### config.mk
export PLATFORM = sky130hd
export DESIGN_NAME = hcr_engine
export DESIGN_NICKNAME = d
export VERILOG_FILES = /design/src/rtl/hcr_pkg.sv /design/src/rtl/hcr_const_gen.sv /design/src/rtl/hcr_round.sv /design/src/rtl/hcr_seq.sv /design/src/rtl/hcr_engine.sv
export SDC_FILE = /design/constraint.sdc
export NUM_CORES = 2
export LEC_CHECK = 0
export CORE_MARGIN = 2
export CORE_UTILIZATION = 23
export CTS_BUF_LIST = sky130_fd_sc_hd__clkbuf_4
export DETAILED_ROUTE_END_ITERATION = 8
export DONT_BUFFER_PORTS = 1
export HOLD_SLACK_MARGIN = 0.1
export SLEW_MARGIN = 15
export SYNTH_ARGS = -nofsm -noshare
export SYNTH_HDL_FRONTEND = slang
export SYNTH_SLANG_ARGS = --single-unit
export TNS_END_PERCENT = 1
### constraint.sdc
create_clock -name clk -period 7.8 [get_ports clk]
set_clock_uncertainty 0.05 [all_clocks]
set_input_delay 0.78 -clock clk [delete_from_list [all_inputs] [get_ports clk]]
set_output_delay 0.78 -clock clk [all_outputs]
set_load 0.02 [all_outputs]
### src/rtl/hcr_pkg.sv
package hcr_pkg;
   localparam int unsigned WORD_W  = 32;
   localparam int unsigned N_WORDS = 8;

   typedef logic [WORD_W-1:0] word_t;
   // index 7 is A, index 0 is H
   typedef logic [N_WORDS-1:0][WORD_W-1:0] state_t;

   localparam int unsigned IDX_A = 7;
   localparam int unsigned IDX_B = 6;
   localparam int unsigned IDX_C = 5;
   localparam int unsigned IDX_D = 4;
   localparam int unsigned IDX_E = 3;
   localparam int unsigned IDX_F = 2;
   localparam int unsigned IDX_G = 1;
   localparam int unsigned IDX_H = 0;

   function automatic word_t rotl(input word_t x, input int unsigned n);
      int unsigned k;
      k = n % WORD_W;
      if (k == 0) return x;
      return (x << k) | (x >> (WORD_W - k));
   endfunction

   function automatic word_t perm0(input word_t x, input int unsigned r1, input int unsigned r2);
      return x ^ rotl(x, r1) ^ rotl(x, r2);
   endfunction
endpackage

### src/rtl/hcr_const_gen.sv
module hcr_const_gen
   import hcr_pkg::*;
#(
   parameter int unsigned ROUNDS       = 64,
   parameter int unsigned SWITCH_ROUND = 16,
   parameter logic [31:0] T_LOW        = 32'h79cc4519,
   parameter logic [31:0] T_HIGH       = 32'h7a879d8a,
   parameter bit          USE_TABLE    = 1'b1,
   localparam int unsigned RW          = $clog2(ROUNDS)
) (
   input  logic [RW-1:0] rnd_i,
   output word_t         tj_o
);
   if (USE_TABLE) begin : g_table
      word_t tbl [ROUNDS];
      for (genvar k = 0; k < ROUNDS; k++) begin : g_ent
         assign tbl[k] = rotl((k < SWITCH_ROUND) ? T_LOW : T_HIGH, k % WORD_W);
      end
      assign tj_o = tbl[rnd_i];
   end else begin : g_barrel
      logic [4:0]  sh;
      logic [63:0] dbl;
      word_t       base;
      assign base = (rnd_i >= RW'(SWITCH_ROUND)) ? T_HIGH : T_LOW;
      assign sh   = 5'(rnd_i);
      assign dbl  = {base, base};
      assign tj_o = dbl[(6'd63 - {1'b0, sh}) -: 32];
   end
endmodule

### src/rtl/hcr_round.sv
module hcr_round
   import hcr_pkg::*;
#(
   parameter int unsigned ROT_A  = 12,
   parameter int unsigned ROT_SS = 7,
   parameter int unsigned ROT_B  = 9,
   parameter int unsigned ROT_F  = 19,
   parameter int unsigned P0_R1  = 9,
   parameter int unsigned P0_R2  = 17
) (
   input  state_t cur_i,
   input  word_t  w_i,
   input  word_t  wp_i,
   input  word_t  tj_i,
   input  logic   hi_i,
   output state_t nxt_o
);
   word_t va, vb, vc, vd, ve, vf, vg, vh;
   word_t a_rot, ss1, ss2, ff, gg, tt1, tt2;

   assign va = cur_i[IDX_A];
   assign vb = cur_i[IDX_B];
   assign vc = cur_i[IDX_C];
   assign vd = cur_i[IDX_D];
   assign ve = cur_i[IDX_E];
   assign vf = cur_i[IDX_F];
   assign vg = cur_i[IDX_G];
   assign vh = cur_i[IDX_H];

   assign a_rot = rotl(va, ROT_A);
   assign ss1   = rotl(a_rot + ve + tj_i, ROT_SS);
   assign ss2   = ss1 ^ a_rot;

   always_comb begin
      if (hi_i) begin
         ff = (va & vb) | (va & vc) | (vb & vc);
         gg = (ve & vf) | (~ve & vg);
      end else begin
         ff = va ^ vb ^ vc;
         gg = ve ^ vf ^ vg;
      end
   end

   assign tt1 = ff + vd + ss2 + wp_i;
   assign tt2 = gg + vh + ss1 + w_i;

   always_comb begin
      nxt_o        = '0;
      nxt_o[IDX_A] = tt1;
      nxt_o[IDX_B] = va;
      nxt_o[IDX_C] = rotl(vb, ROT_B);
      nxt_o[IDX_D] = vc;
      nxt_o[IDX_E] = perm0(tt2, P0_R1, P0_R2);
      nxt_o[IDX_F] = ve;
      nxt_o[IDX_G] = rotl(vf, ROT_F);
      nxt_o[IDX_H] = vg;
   end
endmodule

### src/rtl/hcr_seq.sv
module hcr_seq #(
   parameter int unsigned ROUNDS = 64,
   localparam int unsigned RW    = $clog2(ROUNDS)
) (
   input  logic          clk,
   input  logic          rst_n,
   input  logic          start_i,
   output logic          load_o,
   output logic          last_o,
   output logic          busy_o,
   output logic          done_o,
   output logic [RW-1:0] rnd_o
);
   assign load_o = start_i & ~busy_o;
   assign last_o = busy_o & (rnd_o == RW'(ROUNDS - 1));

   always_ff @(posedge clk or negedge rst_n) begin
      if (!rst_n) begin
         busy_o <= 1'b0;
         done_o <= 1'b0;
         rnd_o  <= '0;
      end else begin
         done_o <= last_o;
         if (load_o) begin
            busy_o <= 1'b1;
            rnd_o  <= '0;
         end else if (busy_o) begin
            if (last_o) begin
               busy_o <= 1'b0;
               rnd_o  <= '0;
            end else begin
               rnd_o <= rnd_o + 1'b1;
            end
         end
      end
   end

   a_r1_load_begins: assert property (@(posedge clk) disable iff (!rst_n)
      load_o |=> busy_o && rnd_o == '0);
   a_r10_start_ignored: assert property (@(posedge clk) disable iff (!rst_n)
      (busy_o && !last_o) |=> busy_o && rnd_o == $past(rnd_o) + 1'b1);
   a_r8_done_after_last: assert property (@(posedge clk) disable iff (!rst_n)
      last_o |=> done_o && !busy_o);
   a_r8_done_single: assert property (@(posedge clk) disable iff (!rst_n)
      done_o |=> !done_o);
endmodule

### src/rtl/hcr_engine.sv
module hcr_engine
   import hcr_pkg::*;
#(
   parameter int unsigned ROUNDS       = 64,
   parameter int unsigned SWITCH_ROUND = 16,
   parameter logic [31:0] T_LOW        = 32'h79cc4519,
   parameter logic [31:0] T_HIGH       = 32'h7a879d8a,
   parameter bit          USE_TABLE    = 1'b1,
   localparam int unsigned RW          = $clog2(ROUNDS),
   localparam int unsigned SW          = WORD_W * N_WORDS
) (
   input  logic          clk,
   input  logic          rst_n,
   input  logic          start_i,
   input  logic [SW-1:0] chain_i,
   input  logic [31:0]   w_i,
   input  logic [31:0]   wp_i,
   output logic [RW-1:0] round_o,
   output logic          busy_o,
   output logic          done_o,
   output logic [SW-1:0] digest_o
);
   if (ROUNDS < 2 || SWITCH_ROUND >= ROUNDS) begin : g_bad_rounds
      $error("hcr_engine: SWITCH_ROUND must lie inside ROUNDS");
   end
   if (WORD_W != 32) begin : g_bad_word
      $error("hcr_engine: word width must be 32");
   end

   logic   load, last;
   state_t st_q, saved_q, nxt, fin;
   word_t  tj;

   hcr_seq #(.ROUNDS(ROUNDS)) u_seq (
      .clk    (clk),
      .rst_n  (rst_n),
      .start_i(start_i),
      .load_o (load),
      .last_o (last),
      .busy_o (busy_o),
      .done_o (done_o),
      .rnd_o  (round_o)
   );

   hcr_const_gen #(
      .ROUNDS      (ROUNDS),
      .SWITCH_ROUND(SWITCH_ROUND),
      .T_LOW       (T_LOW),
      .T_HIGH      (T_HIGH),
      .USE_TABLE   (USE_TABLE)
   ) u_const (
      .rnd_i(round_o),
      .tj_o (tj)
   );

   hcr_round u_round (
      .cur_i(st_q),
      .w_i  (w_i),
      .wp_i (wp_i),
      .tj_i (tj),
      .hi_i (round_o >= RW'(SWITCH_ROUND)),
      .nxt_o(nxt)
   );

   for (genvar i = 0; i < N_WORDS; i++) begin : g_ffwd
      assign fin[i] = nxt[i] ^ saved_q[i];
   end

   always_ff @(posedge clk or negedge rst_n) begin
      if (!rst_n) begin
         st_q    <= '0;
         saved_q <= '0;
      end else if (load) begin
         st_q    <= state_t'(chain_i);
         saved_q <= state_t'(chain_i);
      end else if (busy_o) begin
         st_q <= last ? fin : nxt;
      end
   end

   assign digest_o = SW'(st_q);

   a_r9_digest_hold: assert property (@(posedge clk) disable iff (!rst_n)
      (!busy_o && !start_i) |=> $stable(digest_o));
   a_r1_chain_loaded: assert property (@(posedge clk) disable iff (!rst_n)
      (start_i && !busy_o) |=> digest_o == $past(chain_i));
endmodule

==> metrics <==
Least-Margin Pin Slew 1150 ps; outcome finished clean; number of buffers and inverters on the critical path 13; slowest stage delay, CP 490 ps; Synth top area share 33.8%; ys async rst share 100%; H-tree depth 4; synth cell count leaders 520 x dfrtp_1, 471 x nand2_1, 377 x inv_1; DIE AREA 0.171 sq mm; GRT Residual Overflow 0; Mean Syn Cell Area 9.46 sq um; Syn-to-layout area delta 27.7%; Max FO, Critical Path 5; slowest library cell on the worst path fa_1; post-route clock period utilization 96.3%; Synth Flop Type dfrtp_1; min-delay worst type input port to asynchronous set/reset pin; drt drc 0; terminus of the critical flop-to-flop path digest_o[124]$_DFFE_PN0P_; placed insts 6452; die height 413 um; Synth cell types 83; post-synth net total 4686; critical path startpoint u_seq.rnd_o[0]$_DFFE_PN0P_; Clock Path Buffers 3; R2R setup slack 290 ps; clock transition at the registers of the reported paths 70 ps; Yosys reg bits 520; Post-synth EDFFs 0; crit end category register; cells after synthesis 4070; first-pass iteration count of the detailed router 5; GRT Resource Usage Total 19.9%; f_max 133 MHz; largest net degree at the start of global routing 521; Final min period 7510 ps; post-detail-place hpwl 133000 um; die span in x 413 um; Fillers 17549; r2r worst-path depth 39; Core Area 0.167 sq mm; final RePlAce weighted congestion 0.923; Rel. slew slack 23.5%; Final Max Slew Viols 0; first-pass GRT wire length 245000 um; Setup Viol. Count Final 0; final WL 175000 um; routed via count 33850; CP Class register to register; Critical Path Start Type register; vias per cell 4.81; I/O pins 587; Crit path top cell by count buf_4; area of the multi-input gates 0.0238 sq mm; PortBufs 0; vias in the first global route 33656; CTS sink count 520; total CTS buffers 151; Critical Path RT 8850 ps; MaxCap Viol Count 0; CTS tree built; top cells by area, synth dfrtp_1 34%, fa_1 9.8%, mux2_2 7.7%; Arrival @ worst endpoint 8560 ps; flip-flop and latch area 0.0130 sq mm; Clock Latency Late Sink 1170 ps; nets 5315; Fin. Hold Viols 0; post-DR wirelength/cell 24.8 um; clock root cell clkbuf_4; Initial Utilization 23.1%; Ys Warns 0; Routed Antenna Nets 0; Core Rows 150; register area share after synthesis 33.8%; mapped cell area 0.0385 sq mm; initial antenna violation count 69; fin cells 7040; layout cells sized above 1 21.4%; critical path's top delay family compound AO/OA/AOI/OAI gates; largest area contributor in the netlist dfrtp_1; DRT iter0 DRCs 2840; count leader, synth dfrtp_1; Reg2Reg Launch Point u_seq.rnd_o[0]$_DFFE_PN0P_
routing by layer:
layer,GRT usage [%],vias to the layer above,share of wire (%)
met1,24.0,16889,40
met4,11.3,62,6.1
met5,0,-,0.21
li1,-,15094,-
met2,31.8,1323,46
met3,5.58,482,7.4
flip-flops by register name, summed over array words and instances, names as in the netlist:
signal	cells
u_seq.busy_o	1
u_seq.done_o	1
u_seq.rnd_o	6
digest_o	256
saved_q	256
how the worst max path moves through the flow:
stage | end | depth (start not counted)
final | digest_o[124]$_DFFE_PN0P_ | 39
after floorplan | digest_o[255]$_DFFE_PN0P_ | 32
after CTS | digest_o[250]$_DFFE_PN0P_ | 36
after global placement | digest_o[254]$_DFFE_PN0P_ | 36
after detailed placement | digest_o[254]$_DFFE_PN0P_ | 34
after global routing | digest_o[101]$_DFFE_PN0P_ | 38
layout by cell type (no fill, tap or decap), drive strengths merged, types with 21 or more instances in the layout:
cell type    synthesis  layout
buf                 38     408
diode                0      35
a31oi               47      47
dlygate4sd3          1     286
nand3               21      21
mux2               262     262
o21ai              226     226
xor2               203     203
nor3                22      22
a21oi              292     292
fa                 188     188
clkinv               0      33
ha                 105     105
inv                378     384
mux2i              154     154
a211oi             194     194
nor2b               93      93
clkbuf             177     210
a21o                55      55
nor2               205     205
dfrtp              520     520
xnor2              255     255
nand2              471     471
cells by family after synthesis:
group                      Yosys count  synth area share (%)
AOI/OAI and AO/OA                  909                  14.7
DFF                                520                  33.8
adders and majority gates          293                  13.2
xor gates and xnor gates           467                  11.0
buffers and inverters              597                  5.99
muxes                              416                  11.7
and+or+nand+nor                    868                  9.64
per-stage QoR:
step / cell area [sq um] / worst slack [ps] / utilization [%] / TNS [ps] / hold slack [ps]
after floorplan: 38500 / 154 / - / 0 / 431
after global placement: 43500 / -581 / 26.1 / -7450 / 438
after detailed placement: 43500 / -646 / 26.1 / -14000 / 441
after CTS: 48400 / -39.0 / 29.0 / -93.4 / -832
after global routing: 49100 / -31.0 / 29.5 / -51.2 / 105
final: 49200 / 288 / 29.5 / 0 / 135
what timing repair did:
action                      CTS  global route
hold buffers                287             1
setup endpoints to repair    52            53
hold endpoints to repair   1039           193
pin swaps                    13            42
buffers inserted              0             5
resized for setup            36           105
area by class of cell:
type,count,area share (%)
Antenna cell,35,0.178
Clock buffer,210,3.21
Inverter,378,2.89
Sequential cell,520,26.5
Clock inverter,45,0.588
Multi-Input combinational cell,2953,48.4
Tap cell,2204,5.61
Timing Repair Buffer,695,12.6
Power is not shown: default switching activity piles up to over one toggle a cycle in this logic, so the estimate is an artifact.
